## src/rtl/pwm_pkg.sv

```systemverilog
package pwm_pkg;
  // Word layout shared by the register file and its decoder
  localparam int REG_W   = 32;
  localparam int HI_LSB  = 16;
  localparam int UPD_BIT = 30;
  localparam int EN_BIT  = 31;
  localparam int SEL_BIT = 2;
  localparam int CH_LSB  = 3;
endpackage

```

## src/rtl/pwm_regfile.sv

```systemverilog
module pwm_regfile
  import pwm_pkg::*;
#(
  parameter int NUM_CH = 4,
  parameter int CNT_W  = 16,
  parameter int ADDR_W = 5
) (
  input  logic                         clk,
  input  logic                         rst,
  input  logic [ADDR_W-1:0]            addr,
  input  logic                         wr_en,
  input  logic [REG_W-1:0]             wdata,
  input  logic                         rd_en,
  output logic [REG_W-1:0]             rdata,
  output logic [NUM_CH-1:0][CNT_W-1:0] stg_pre,
  output logic [NUM_CH-1:0][CNT_W-1:0] stg_div,
  output logic [NUM_CH-1:0][CNT_W-1:0] stg_hi,
  output logic [NUM_CH-1:0]            stg_en,
  output logic [NUM_CH-1:0]            upd
);
  localparam int CH_W = $clog2(NUM_CH);

  logic [CH_W-1:0]  ch;
  logic             sel;
  logic [REG_W-1:0] rword;
  logic             unused_bits;

  assign ch          = addr[CH_LSB +: CH_W];
  assign sel         = addr[SEL_BIT];
  assign unused_bits = ^{addr[1:0], wdata};

  always_comb begin
    rword = '0;
    if (sel) begin
      rword[CNT_W-1:0] = stg_pre[ch];
      rword[EN_BIT]    = stg_en[ch];
    end else begin
      rword[CNT_W-1:0]         = stg_div[ch];
      rword[HI_LSB +: CNT_W]   = stg_hi[ch];
    end
  end

  always_ff @(posedge clk) begin
    if (rst) begin
      stg_pre <= '0;
      stg_div <= '0;
      stg_hi  <= '0;
      stg_en  <= '0;
      upd     <= '0;
      rdata   <= '0;
    end else begin
      upd <= '0;
      if (wr_en) begin
        if (sel) begin
          stg_pre[ch] <= wdata[CNT_W-1:0];
          stg_en[ch]  <= wdata[EN_BIT];
          upd[ch]     <= wdata[UPD_BIT];
        end else begin
          stg_div[ch] <= wdata[CNT_W-1:0];
          stg_hi[ch]  <= wdata[HI_LSB +: CNT_W];
        end
      end
      if (rd_en) rdata <= rword;
    end
  end

  // a single write can raise at most one channel's commit request
  p_single_commit_r7: assert property (@(posedge clk) disable iff (rst)
    $onehot0(upd));
endmodule

```

## src/rtl/pwm_channel.sv

```systemverilog
module pwm_channel #(
  parameter int CNT_W = 16
) (
  input  logic             clk,
  input  logic             rst,
  input  logic             en_s,
  input  logic             upd,
  input  logic [CNT_W-1:0] stg_pre,
  input  logic [CNT_W-1:0] stg_div,
  input  logic [CNT_W-1:0] stg_hi,
  output logic             pwm_out
);
  logic             en_a, pend;
  logic [CNT_W-1:0] pcnt, dcnt, pre_a, div_a, hi_a;
  logic             tick, wrap, load;

  assign tick = (pcnt == pre_a);
  assign wrap = tick && (dcnt == div_a);
  assign load = (upd || pend) && (!en_a || wrap);

  always_ff @(posedge clk) begin
    if (rst) begin
      en_a    <= 1'b0;
      pend    <= 1'b0;
      pcnt    <= '0;
      dcnt    <= '0;
      pre_a   <= '0;
      div_a   <= '0;
      hi_a    <= '0;
      pwm_out <= 1'b0;
    end else begin
      en_a    <= en_s;
      pwm_out <= en_a && (dcnt < hi_a);
      if (load) begin
        pre_a <= stg_pre;
        div_a <= stg_div;
        hi_a  <= stg_hi;
      end
      if (!en_a) begin
        pcnt <= '0;
        dcnt <= '0;
        pend <= 1'b0;
      end else begin
        if (tick) begin
          pcnt <= '0;
          dcnt <= wrap ? '0 : dcnt + 1'b1;
        end else begin
          pcnt <= pcnt + 1'b1;
        end
        pend <= wrap ? 1'b0 : (pend | upd);
      end
    end
  end

  // both counters stay inside the running limits
  p_cnt_range_r4: assert property (@(posedge clk) disable iff (rst)
    en_a |-> (pcnt <= pre_a) && (dcnt <= div_a));
  // running settings only move at a period boundary
  p_cfg_hold_r7: assert property (@(posedge clk) disable iff (rst)
    (en_a && !wrap) |=> ($stable(pre_a) && $stable(div_a) && $stable(hi_a)));
  // a disabled channel drives low
  p_off_low_r6: assert property (@(posedge clk) disable iff (rst)
    !en_a |=> !pwm_out);
  // duration beyond the period holds the output high
  p_full_high_r8: assert property (@(posedge clk) disable iff (rst)
    (en_a && (hi_a > div_a)) |=> pwm_out);
  // zero duration holds the output low
  p_zero_low_r8: assert property (@(posedge clk) disable iff (rst)
    (hi_a == '0) |=> !pwm_out);
endmodule

```

## src/rtl/pwm_ctrl.sv

```systemverilog
module pwm_ctrl
  import pwm_pkg::*;
#(
  parameter int NUM_CH = 4,
  parameter int CNT_W  = 16,
  parameter int ADDR_W = $clog2(NUM_CH) + CH_LSB
) (
  input  logic              clk,
  input  logic              rst,
  input  logic [ADDR_W-1:0] addr,
  input  logic              wr_en,
  input  logic [REG_W-1:0]  wdata,
  input  logic              rd_en,
  output logic [REG_W-1:0]  rdata,
  output logic [NUM_CH-1:0] pwm_out
);
  logic [NUM_CH-1:0][CNT_W-1:0] stg_pre, stg_div, stg_hi;
  logic [NUM_CH-1:0]            stg_en, upd;

  pwm_regfile #(.NUM_CH(NUM_CH), .CNT_W(CNT_W), .ADDR_W(ADDR_W)) u_regs (
    .clk(clk), .rst(rst), .addr(addr), .wr_en(wr_en), .wdata(wdata),
    .rd_en(rd_en), .rdata(rdata), .stg_pre(stg_pre), .stg_div(stg_div),
    .stg_hi(stg_hi), .stg_en(stg_en), .upd(upd)
  );

  for (genvar g = 0; g < NUM_CH; g++) begin : g_ch
    pwm_channel #(.CNT_W(CNT_W)) u_ch (
      .clk(clk), .rst(rst), .en_s(stg_en[g]), .upd(upd[g]),
      .stg_pre(stg_pre[g]), .stg_div(stg_div[g]), .stg_hi(stg_hi[g]),
      .pwm_out(pwm_out[g])
    );
  end

  // outputs are quiet right after reset
  p_reset_quiet_r9: assert property (@(posedge clk)
    $past(rst) |-> (pwm_out == '0) && (rdata == '0));
endmodule

```

## config.mk

```make
export PLATFORM = sky130hd
export DESIGN_NAME = pwm_ctrl
export DESIGN_NICKNAME = d
export VERILOG_FILES = /design/src/rtl/pwm_pkg.sv /design/src/rtl/pwm_regfile.sv /design/src/rtl/pwm_channel.sv /design/src/rtl/pwm_ctrl.sv
export SDC_FILE = /design/constraint.sdc
export NUM_CORES = 1
export LEC_CHECK = 0
export BUFFER_PORTS_ARGS = -buffer_cell sky130_fd_sc_hd__buf_4
export CAP_MARGIN = 40
export CORE_ASPECT_RATIO = 0.6
export CORE_UTILIZATION = 65
export CTS_CLUSTER_SIZE = 10
export DETAILED_ROUTE_END_ITERATION = 8
export GPL_TIMING_DRIVEN = 0
export PLACE_DENSITY = 0.83
export SYNTH_ARGS = -nofsm -noshare
export SYNTH_HDL_FRONTEND = slang
export SYNTH_SLANG_ARGS = --single-unit
```

## constraint.sdc

```tcl
create_clock -name clk -period 4.21 [get_ports clk]
set_clock_uncertainty 0.2 [all_clocks]
set_input_delay 0.421 -clock clk [delete_from_list [all_inputs] [get_ports clk]]
set_output_delay 0.421 -clock clk [all_outputs]
set_load 0.03 [all_outputs]
```

* After elaboration in Yosys (flattened, before gate mapping)
Cells that the tools add are included.
** Storage, ports and cells
- Output and inout port bits :: 36
- Logic and storage cells :: 143
- Flip-flop bits (word level) :: 564
** Cells by class
- Bitwise operators :: 11
- Eq/ne operators :: 8
- Multiplexer cells :: 23
- Add/subtract/negate cells :: 8
- Reductions and logical operators :: 40
- $lt $le $gt $ge :: 6
** Operators with widths (number)
- 64-bit bitwise mux :: 3
- 16-bit two-way mux :: 9
- 16-bit by 1-bit adder with 16-bit output (second input constant) :: 8
- 16-bit == test :: 8
- 16-bit binary-select mux with 2-bit select :: 3
- 16-bit less-than comparator :: 4
- 16-bit demux with 2-bit select :: 1
- 3-bit OR reduction :: 9
- 15-bit two-way mux :: 1
- 1-bit logical AND :: 13
- 1-bit logical OR :: 8
- 2-bit OR reduction :: 4
- 1-bit NOT :: 6
- 4-bit AND :: 1
- 4-bit bitwise mux :: 1
- 1-bit zero test :: 4
- 1-bit bitwise OR :: 4
- 2-bit AND reduction :: 2
- 2-bit by 3-bit less-than comparator with 1-bit output (second input constant) :: 1
- 1-bit two-way mux :: 3
- 1-bit binary-select mux with 2-bit select :: 1
- 1-bit demux with 2-bit select :: 1
- 2-bit by 1-bit greater-or-equal comparator with 1-bit output (second input constant) :: 1

* Longest topological paths before layout
Gate-level depths: netlist of run 1.
- Word-level depth :: 5
- Mapped depth :: 10

* Hierarchy
Synthesis of run 1 repeated with hierarchy kept, for this count alone.
** Second synthesis, totals
- Cell total of the unflattened synthesis :: 3588
- Area total of the unflattened synthesis :: 30040.1 µm²
** Modules (own cells, without submodules)
- pwm_channel :: cells an instance 609, area each 5092.4 µm², instances 4, sequential area each 1661.6 µm²
- pwm_regfile :: cells an instance 1152, area each 9670.5 µm², instances 1, sequential area each 4644.5 µm²

* Worst setup path after synthesis of run 1
OpenSTA, ideal clock, no wires.
- Path kind :: input -> register
- Start point :: input port addr[3]
- End point :: register u_regs.stg_pre[54] (netlist bit)
- Data required time :: 3.878 ns
- Library setup time :: 0.132 ns
- Stages :: 7
- Setup slack :: 1.992 ns
- Arrival :: 1.886 ns
- Cell sequence :: clkbuf_1 buf_2 clkbuf_1 nand4_1 clkbuf_1 nand2_1 a21oi_1
** On the way
- Word-level cells in the longest chain between the ends :: 5
- Elaborated cells on any way between the ends :: 6
** RTL lines
- start: declaration :: RTL line pwm_ctrl.sv:10 : input logic [ADDR_W-1:0] addr,
- 2-bit by 3-bit less-than comparator with 1-bit output (implied by the code) or 2-bit by 1-bit greater-or-equal comparator with 1-bit output (tied branches) :: RTL line pwm_regfile.sv:55 : stg_pre[ch] <= wdata[CNT_W-1:0];
- 1-bit logical AND (implied by the code) :: RTL line pwm_regfile.sv:55
- 16-bit two-way mux (implied by the code) :: RTL line pwm_regfile.sv:55
- 16-bit demux with 2-bit select (*)
- 64-bit bitwise mux (*) :: RTL line pwm_regfile.sv:55
- end signal: indexed assignment :: RTL line pwm_regfile.sv:55
- end: declaration :: RTL line pwm_regfile.sv:15 : output logic [NUM_CH-1:0][CNT_W-1:0] stg_pre,
Mark *: on every way between the ends. The rest lies on a longest branch, timed or not.
A chain may end at the register's enable or synchronous reset.

* Worst setup path after layout of run 1
- Start point :: register g_ch[1].u_ch.dcnt[2]
- End point :: register g_ch[1].u_ch.hi_a[8]
** On the way
- Word-level cells in the longest chain between the ends :: 4
** RTL lines
- start: declaration :: RTL line pwm_channel.sv:14 : logic [CNT_W-1:0] pcnt, dcnt, pre_a, div_a, hi_a;
- start signal: assignment :: RTL line pwm_channel.sv:46 : dcnt <= wrap ? '0 : dcnt + 1'b1;
- 16-bit == test :: RTL line pwm_channel.sv:18 : assign wrap = tick && (dcnt == div_a);
- 1-bit logical AND :: RTL line pwm_channel.sv:18
- 1-bit logical OR :: RTL line pwm_channel.sv:19 : assign load = (upd || pend) && (!en_a || wrap);
- 1-bit logical AND :: RTL line pwm_channel.sv:19
- end signal: assignment :: RTL line pwm_channel.sv:37 : hi_a <= stg_hi;
- end: declaration :: RTL line pwm_channel.sv:14
Every way passes these cells.

==> flow_summary.json, run 1 <==
{
  "status": "complete, no violations",
  "clock-root-buffer": "clkbuf_16",
  "r2r_start": "g_ch[1].u_ch.dcnt[2]$_SDFFE_PP0N_",
  "tightest_slew_ns": 1.01,
  "r2r_end": "g_ch[1].u_ch.hi_a[8]$_SDFFE_PP0P_",
  "fin_crit_ns": 3.53,
  "worst-path-max-fanout": 10,
  "switchingPower_mw": 2.57,
  "track_usage_pct": 42.5,
  "area_delta_synth_final_pct": 11.8,
  "cts_tree": "yes",
  "grt_pass1_wl_mm": 130,
  "drtAntennaViolNets": 0,
  "cts_setup_buffers": 0,
  "p_sw_share_pct": 23.2,
  "crit_required_ns": 4.46,
  "worstSetupPathType": "register to register",
  "synth_area_um2": 25700,
  "fp.dieArea_um2": 40400,
  "antenna_found_initial": 4,
  "syn_inst": 3009,
  "core_area_um2": 39000,
  "synth.avg_cell_area_um2": 8.55,
  "seq_area_um2": 11300,
  "die_x_um": 259,
  "clock_path_buffers": 3,
  "power_frac_seq_pct": 49.3,
  "path_clk_slew_ns": 0.06,
  "first_global_vias": 22100,
  "synth_common_cells": "dfxtp_1, nand2_1, a21oi_1",
  "rsz0062_at_grt": "false",
  "fin_hold_ws_ns": 0.0357,
  "crit_path_start_kind": "register",
  "intPower_mw": 8.50,
  "pwr-share-clk_pct": 46.4,
  "synth_top_area_share_pct": 43.9,
  "post_drt_wl_per_cell_um": 23.5,
  "reg2reg_depth": 9,
  "cts.sinks": 564,
  "finalHoldViolations": 0,
  "fp.dieH_um": 156,
  "synth-main-ff-cell": "dfxtp_1",
  "yosys_warnings": 0,
  "synth_fp_nets": 3118,
  "worstHoldStart": "wdata[31]",
  "wl_mm": 86.5,
  "synthArstFlopShare_pct": 0,
  "final-setup-viol-count": 0,
  "synth.area.top_cells": "dfxtp_1, a21oi_1, nand2_1",
  "yosys_register_bits": 564,
  "rows": 56,
  "p_leak_nw": 9.66,
  "ios": 77,
  "maxCapViolations": 0,
  "drive_gt1_share_pct": 8.21,
  "worstPathArrival_ns": 3.78,
  "portBuffers": 54,
  "ys_seq_area_share_pct": 43.9,
  "hold_end": "u_regs.stg_hi[15]$_SDFFE_PP0P_",
  "drc": 0,
  "dp_hpwl_mm": 65.6,
  "hold_buffers": 15,
  "hold_depth": 3,
  "multi_input_area_um2": 13100,
  "first_pass_iters": 6,
  "peakVddDrop_v": 0.000313,
  "clk_latency_ns": 0.59,
  "layout.nets": 3257,
  "synth_edf_count": 0,
  "final_util_pct": 73.7,
  "powerDensity_nw_per_um2": 385,
  "initial_utilization_pct": 65.9,
  "htreeDepth": 3,
  "place.gp.congestion": 1.03,
  "yosysUniqueCellTypes": 40,
  "grt_max_degree": 11,
  "combPwrFrac_pct": 4.3,
  "vias": 23500,
  "cp-end-kind": "register",
  "yosysTopAreaCell": "dfxtp_1",
  "min_period_over_period_pct": 83.8,
  "reg2reg_slack_ns": 0.68,
  "drt-vias-per-instance": 6.40,
  "hold_class": "input port to register",
  "cts_buffers": 66,
  "cts_resized": 0,
  "final_max_slew_viol_count": 0,
  "maxSlewHeadroom_pct": 32.7,
  "nFillCells": 2831,
  "max_freq_ghz": 0.283,
  "setup_tns_ns": 0,
  "yosysMostFrequentCell": "dfxtp_1",
  "drt_first_iter_violations": 3208,
  "diodes": 0,
  "grt-ovfl-total": 0
}
==> worst max-delay path, stage by stage (launching register included) <==
cell	delay, ns
dfxtp_1	0.34
buf_2	0.22
xnor2_1	0.14
nand4_1	0.10
nor4_1	0.77
a21boi_0	0.52
clkbuf_1	0.42
clkbuf_1	0.32
o21ai_0	0.26
a21oi_1	0.10
==> flip-flops by register name, summed over array words and instances, names as in the netlist, 32 cells and up <==
register and cells:
g_ch.u_ch.hi_a 64, g_ch.u_ch.pre_a 64, g_ch.u_ch.dcnt 64, u_regs.stg_hi 64
g_ch.u_ch.div_a 64, u_regs.stg_pre 64, u_regs.rdata 32, g_ch.u_ch.pcnt 64
u_regs.stg_div 64
==> stage by stage <==
stage / setup WS [ns] / power, mW / std cells / instance area [um^2]
2_1_floorplan: 1.99 / 5.80 / 3009 / 25700
5_1_grt: 0.668 / 11.3 / 3677 / 28800
3_5_place_dp: 0.964 / 6.01 / 3587 / 26800
3_3_place_gp: 0.894 / 6.00 / 3585 / 26800
4_1_cts: 0.930 / 11.0 / 3677 / 28800
6_report: 0.683 / 11.1 / 3677 / 28800
==> per-layer routing <==
| layer | vias up | global-route usage, % | wire (um) |
|---|---|---|---|
| met4 | 4 | 15.3 | 3000 |
| met1 | 11200 | 59.8 | 35700 |
| li1 | 10500 | - | - |
| met5 | - | 0 | 27 |
| met2 | 1587 | 60.7 | 35200 |
| met3 | 237 | 13.7 | 12500 |
==> layout make-up <==
class | instances | share of cell area (%)
Buffer | 232 | 3.72
Clock buffer | 73 | 6.24
Clock inverter | 2 | 0.0479
Inverter | 71 | 0.927
Multi-Input combinational cell | 2142 | 45.5
Sequential cell | 564 | 39.3
Tap cell | 522 | 2.27
Timing Repair Buffer | 71 | 2.01
==> how the worst max path moves through the flow <==
stage	startpoint	to	slack, ns	depth (start not counted)
3_3_place_gp	g_ch[1].u_ch.pre_a[14]$_SDFFE_PP0P_	g_ch[1].u_ch.hi_a[14]$_SDFFE_PP0P_	0.89	8
2_1_floorplan	addr[3]	u_regs.stg_pre[54]$_SDFFE_PP0P_	1.99	7
5_1_grt	g_ch[1].u_ch.dcnt[2]$_SDFFE_PP0N_	g_ch[1].u_ch.hi_a[8]$_SDFFE_PP0P_	0.67	9
6_report	g_ch[1].u_ch.dcnt[2]$_SDFFE_PP0N_	g_ch[1].u_ch.hi_a[8]$_SDFFE_PP0P_	0.68	9
4_1_cts	g_ch[1].u_ch.dcnt[2]$_SDFFE_PP0N_	g_ch[1].u_ch.hi_a[8]$_SDFFE_PP0P_	0.93	9
3_5_place_dp	g_ch[1].u_ch.dcnt[2]$_SDFFE_PP0N_	g_ch[1].u_ch.hi_a[5]$_SDFFE_PP0P_	0.96	9
==> power groups by stage <==
stage,sequential [mW],clock (mW),combinational (mW)
floorplan,5.55,0,0.250
global placement,5.57,0,0.427
detailed placement,5.57,0,0.439
CTS,5.46,5.10,0.453
global route,5.46,5.34,0.492
finish,5.46,5.13,0.476
==> cells in the final DEF, fill, tap and decap left out, types with 5 or more instances in the layout <==
cell type,instances
nand3_1,102
clkbuf_16,71
nor2b_1,32
buf_2,27
ha_1,68
a21o_1,21
o21ai_0,201
nor4_1,5
and4_1,10
or2_2,5
nand2_1,450
xnor2_1,156
and3_1,30
buf_4,60
dfxtp_1,564
nor3_1,13
buf_1,5
clkbuf_2,18
buf_6,17
nand4_1,72
clkbuf_1,161
nor2_1,197
nand3b_1,144
a211oi_1,22
nand2b_1,12
mux4_2,49
a21oi_1,428
dlygate4sd3_1,15
mux2i_1,21
inv_1,71
xor2_1,84
==> cells by family after synthesis <==
| logic type | synth area share (%) |
|---|---|
| and+or+nand+nor | 20.5 |
| AOI/OAI and AO/OA | 13.8 |
| DFF | 43.9 |
| buffers and inverters | 5.20 |
| xor gates and xnor gates | 8.24 |
| muxes | 5.11 |
| adders and majority gates | 3.31 |
No activity file was read; power rests on OpenSTA's default activity.
==> run 2: changes to the inputs <==
ABC_AREA = 1   (was not set)
CORE_UTILIZATION = 57   (was 65)
PLACE_DENSITY = 0.77   (was 0.83)
clock period = 3.01 ns   (was 4.21 ns; I/O delays follow)
==> run 2 against run 1 <==
  * Die area rose by 18%
  * Synthesized cell count increased by 23%
  * Routed wire length rose by 0.21%
  * Clock power rose by 40%
  * Register-to-register slack got worse by 0.11 ns
  * Setup slack worse by 0.57 ns
  * Combinational power rose to 2.7 times the previous value
  * Sequential share of layout area shrank 1.8 points
  * Critical path depth down 2
  * Critical endpoint is now g_ch[1].u_ch.hi_a[11]$_SDFFE_PP0P_
==> flow_summary.json, run 2 <==
{
  "first_pass_iters": 7,
  "final_common_cell": "nand2_1",
  "synth_area_um2": 26700,
  "drtAntennaViolNets": 0,
  "critPathMaxStageDelay_ns": 0.79,
  "first_global_vias": 23300,
  "yosysMostFrequentCell": "nand2_1",
  "crit_path_start_kind": "input port",
  "slowest_stage": "clkbuf_1",
  "grt-ovfl-total": 0,
  "post_drt_wl_per_cell_um": 19.2,
  "p_leak_nw": 11.4,
  "grt_max_degree": 11,
  "core_area_um2": 45500,
  "tightest_slew_ns": 0.974,
  "peakVddDrop_v": 0.000390,
  "synth_fp_nets": 3825,
  "worstSetupPathType": "input port to register",
  "path_cells": "buf_4 -> clkinv_1 -> clkbuf_1 -> clkbuf_1 -> buf_1 -> nand2_1 -> nor2_1",
  "die_x_um": 281,
  "final_cell_mix": "nand2_1, dfxtp_1, a21oi_1",
  "status": "complete, no violations",
  "fp.dieH_um": 170,
  "path_common_cell": "clkbuf_1",
  "yosysTopAreaCell": "dfxtp_1",
  "clk_latency_ns": 0.59,
  "rsz0062_at_grt": "false",
  "dp_hpwl_mm": 64.8,
  "drive_gt1_share_pct": 6.24,
  "synth_top_area_share_pct": 42.3,
  "worstPathArrival_ns": 3.22,
  "synthArstFlopShare_pct": 0,
  "final_max_slew_viol_count": 0,
  "powerDensity_nw_per_um2": 536,
  "synth.area.top_cells": "dfxtp_1, a21oi_1, nand2_1",
  "fp.dieArea_um2": 47700,
  "final-setup-viol-count": 0,
  "maxCapViolations": 0,
  "synth-main-ff-cell": "dfxtp_1",
  "cts_tree": "yes",
  "yosys_register_bits": 564,
  "ios": 77,
  "area_delta_synth_final_pct": 13.0,
  "cp-end-kind": "register",
  "grt_pass1_wl_mm": 133,
  "crit_required_ns": 3.33,
  "max_freq_ghz": 0.345,
  "layout.nets": 3999,
  "cts.sinks": 564,
  "initial_utilization_pct": 58.6,
  "drt_first_iter_violations": 3459,
  "yosysUniqueCellTypes": 37,
  "vias": 25800,
  "worst-path-max-fanout": 10,
  "path_clk_slew_ns": 0.05,
  "synth.avg_cell_area_um2": 7.18,
  "track_usage_pct": 36.2,
  "rows": 60,
  "drt-vias-per-instance": 5.72,
  "fin_crit_ns": 2.90,
  "setup_tns_ns": 0,
  "place.gp.congestion": 1.05,
  "antenna_found_initial": 4,
  "synth_edf_count": 0,
  "maxSlewHeadroom_pct": 35.0,
  "clock-root-buffer": "clkbuf_16",
  "cts_buffers": 66,
  "wl_mm": 86.6,
  "final_util_pct": 66.2,
  "clock_path_buffers": 3,
  "min_period_over_period_pct": 96.4,
  "finalHoldViolations": 0,
  "yosys_warnings": 0,
  "cts_setup_buffers": 0,
  "ys_seq_area_share_pct": 42.3,
  "syn_inst": 3716,
  "synth_common_cells": "nand2_1, dfxtp_1, a21oi_1",
  "portBuffers": 74,
  "htreeDepth": 3,
  "hold_class": "input port to register",
  "drc": 0
}
## run 2: metal layers
layer  GRT usage (%)  part of all wire [%]  vias to the layer above
li1                -                     -                    12500
met1            53.0                    45                    11800
met2            51.3                    40                     1383
met3            9.88                    12                      184
met4            10.9                   2.8                        4
met5               0                 0.030                        -
## run 2: what timing repair did
item	4_1_cts	5_1_grt
hold endpoints to repair	190	0
gates resized for setup	0	0
hold buffers	32	0
## run 2: critical path, delay by kind of cell
| kind | cells | cell delay, ns |
|---|---|---|
| simple gates | 2 | 0.40 |
| buf+inv | 5 | 2.49 |
## run 2: area by class of cell
type / count / area, um^2
clock inverter: 2 / 13.8
buffer: 207 / 958
timing repair buffer: 106 / 876
sequential: 564 / 11300
fill: 4006 / 15400
antenna: 3 / 7.51
tap: 620 / 776
inverter: 442 / 1660
multi-input combinational: 2503 / 12800
clock buffer: 73 / 1790
## run 2: through the flow
step / power [mW] / hold WS [ns] / std cells / instance area [um^2] / setup slack (ns)
3_5_place_dp: 9.02 / 0.244 / 4410 / 28000 / -0.239
6_report: 16.1 / 0.0334 / 4520 / 30100 / 0.109
2_1_floorplan: 8.55 / 0.229 / 3716 / 26700 / 1.15
3_3_place_gp: 9.01 / 0.239 / 4410 / 28000 / -0.203
5_1_grt: 16.6 / 0.0577 / 4517 / 30100 / 0.189
4_1_cts: 16.1 / 0.0111 / 4517 / 30100 / 0.376
## run 2: path summary, 6_finish.rpt
kind                                        start                                 end  slack [ns]  depth (start not counted)
hold reg to reg          u_regs.upd[2]$_SDFF_PP0_        g_ch[2].u_ch.pend$_SDFF_PP0_        0.25                          2
setup reg to reg  g_ch[3].u_ch.pcnt[3]$_SDFF_PP0_  g_ch[3].u_ch.hi_a[13]$_SDFFE_PP0P_        0.57                         12
setup / recovery                              rst  g_ch[1].u_ch.hi_a[11]$_SDFFE_PP0P_        0.11                          7
hold / removal                                rst       u_regs.rdata[24]$_SDFFE_PP0P_        0.03                          3
## run 2: kinds of logic after synthesis
kind of cell	synth area share [%]
AO/OA/AOI/OAI	17.4
buffers and inverters	9.82
adder cells (fa/ha/maj)	3.19
flip-flops	42.3
AND/OR/NAND/NOR	22.5
XOR/XNOR	4.76
## run 2: power by group
part,switching [mW],internal (mW)
clock,3.02,4.16
sequential,0.0561,7.61
combinational,0.939,0.361
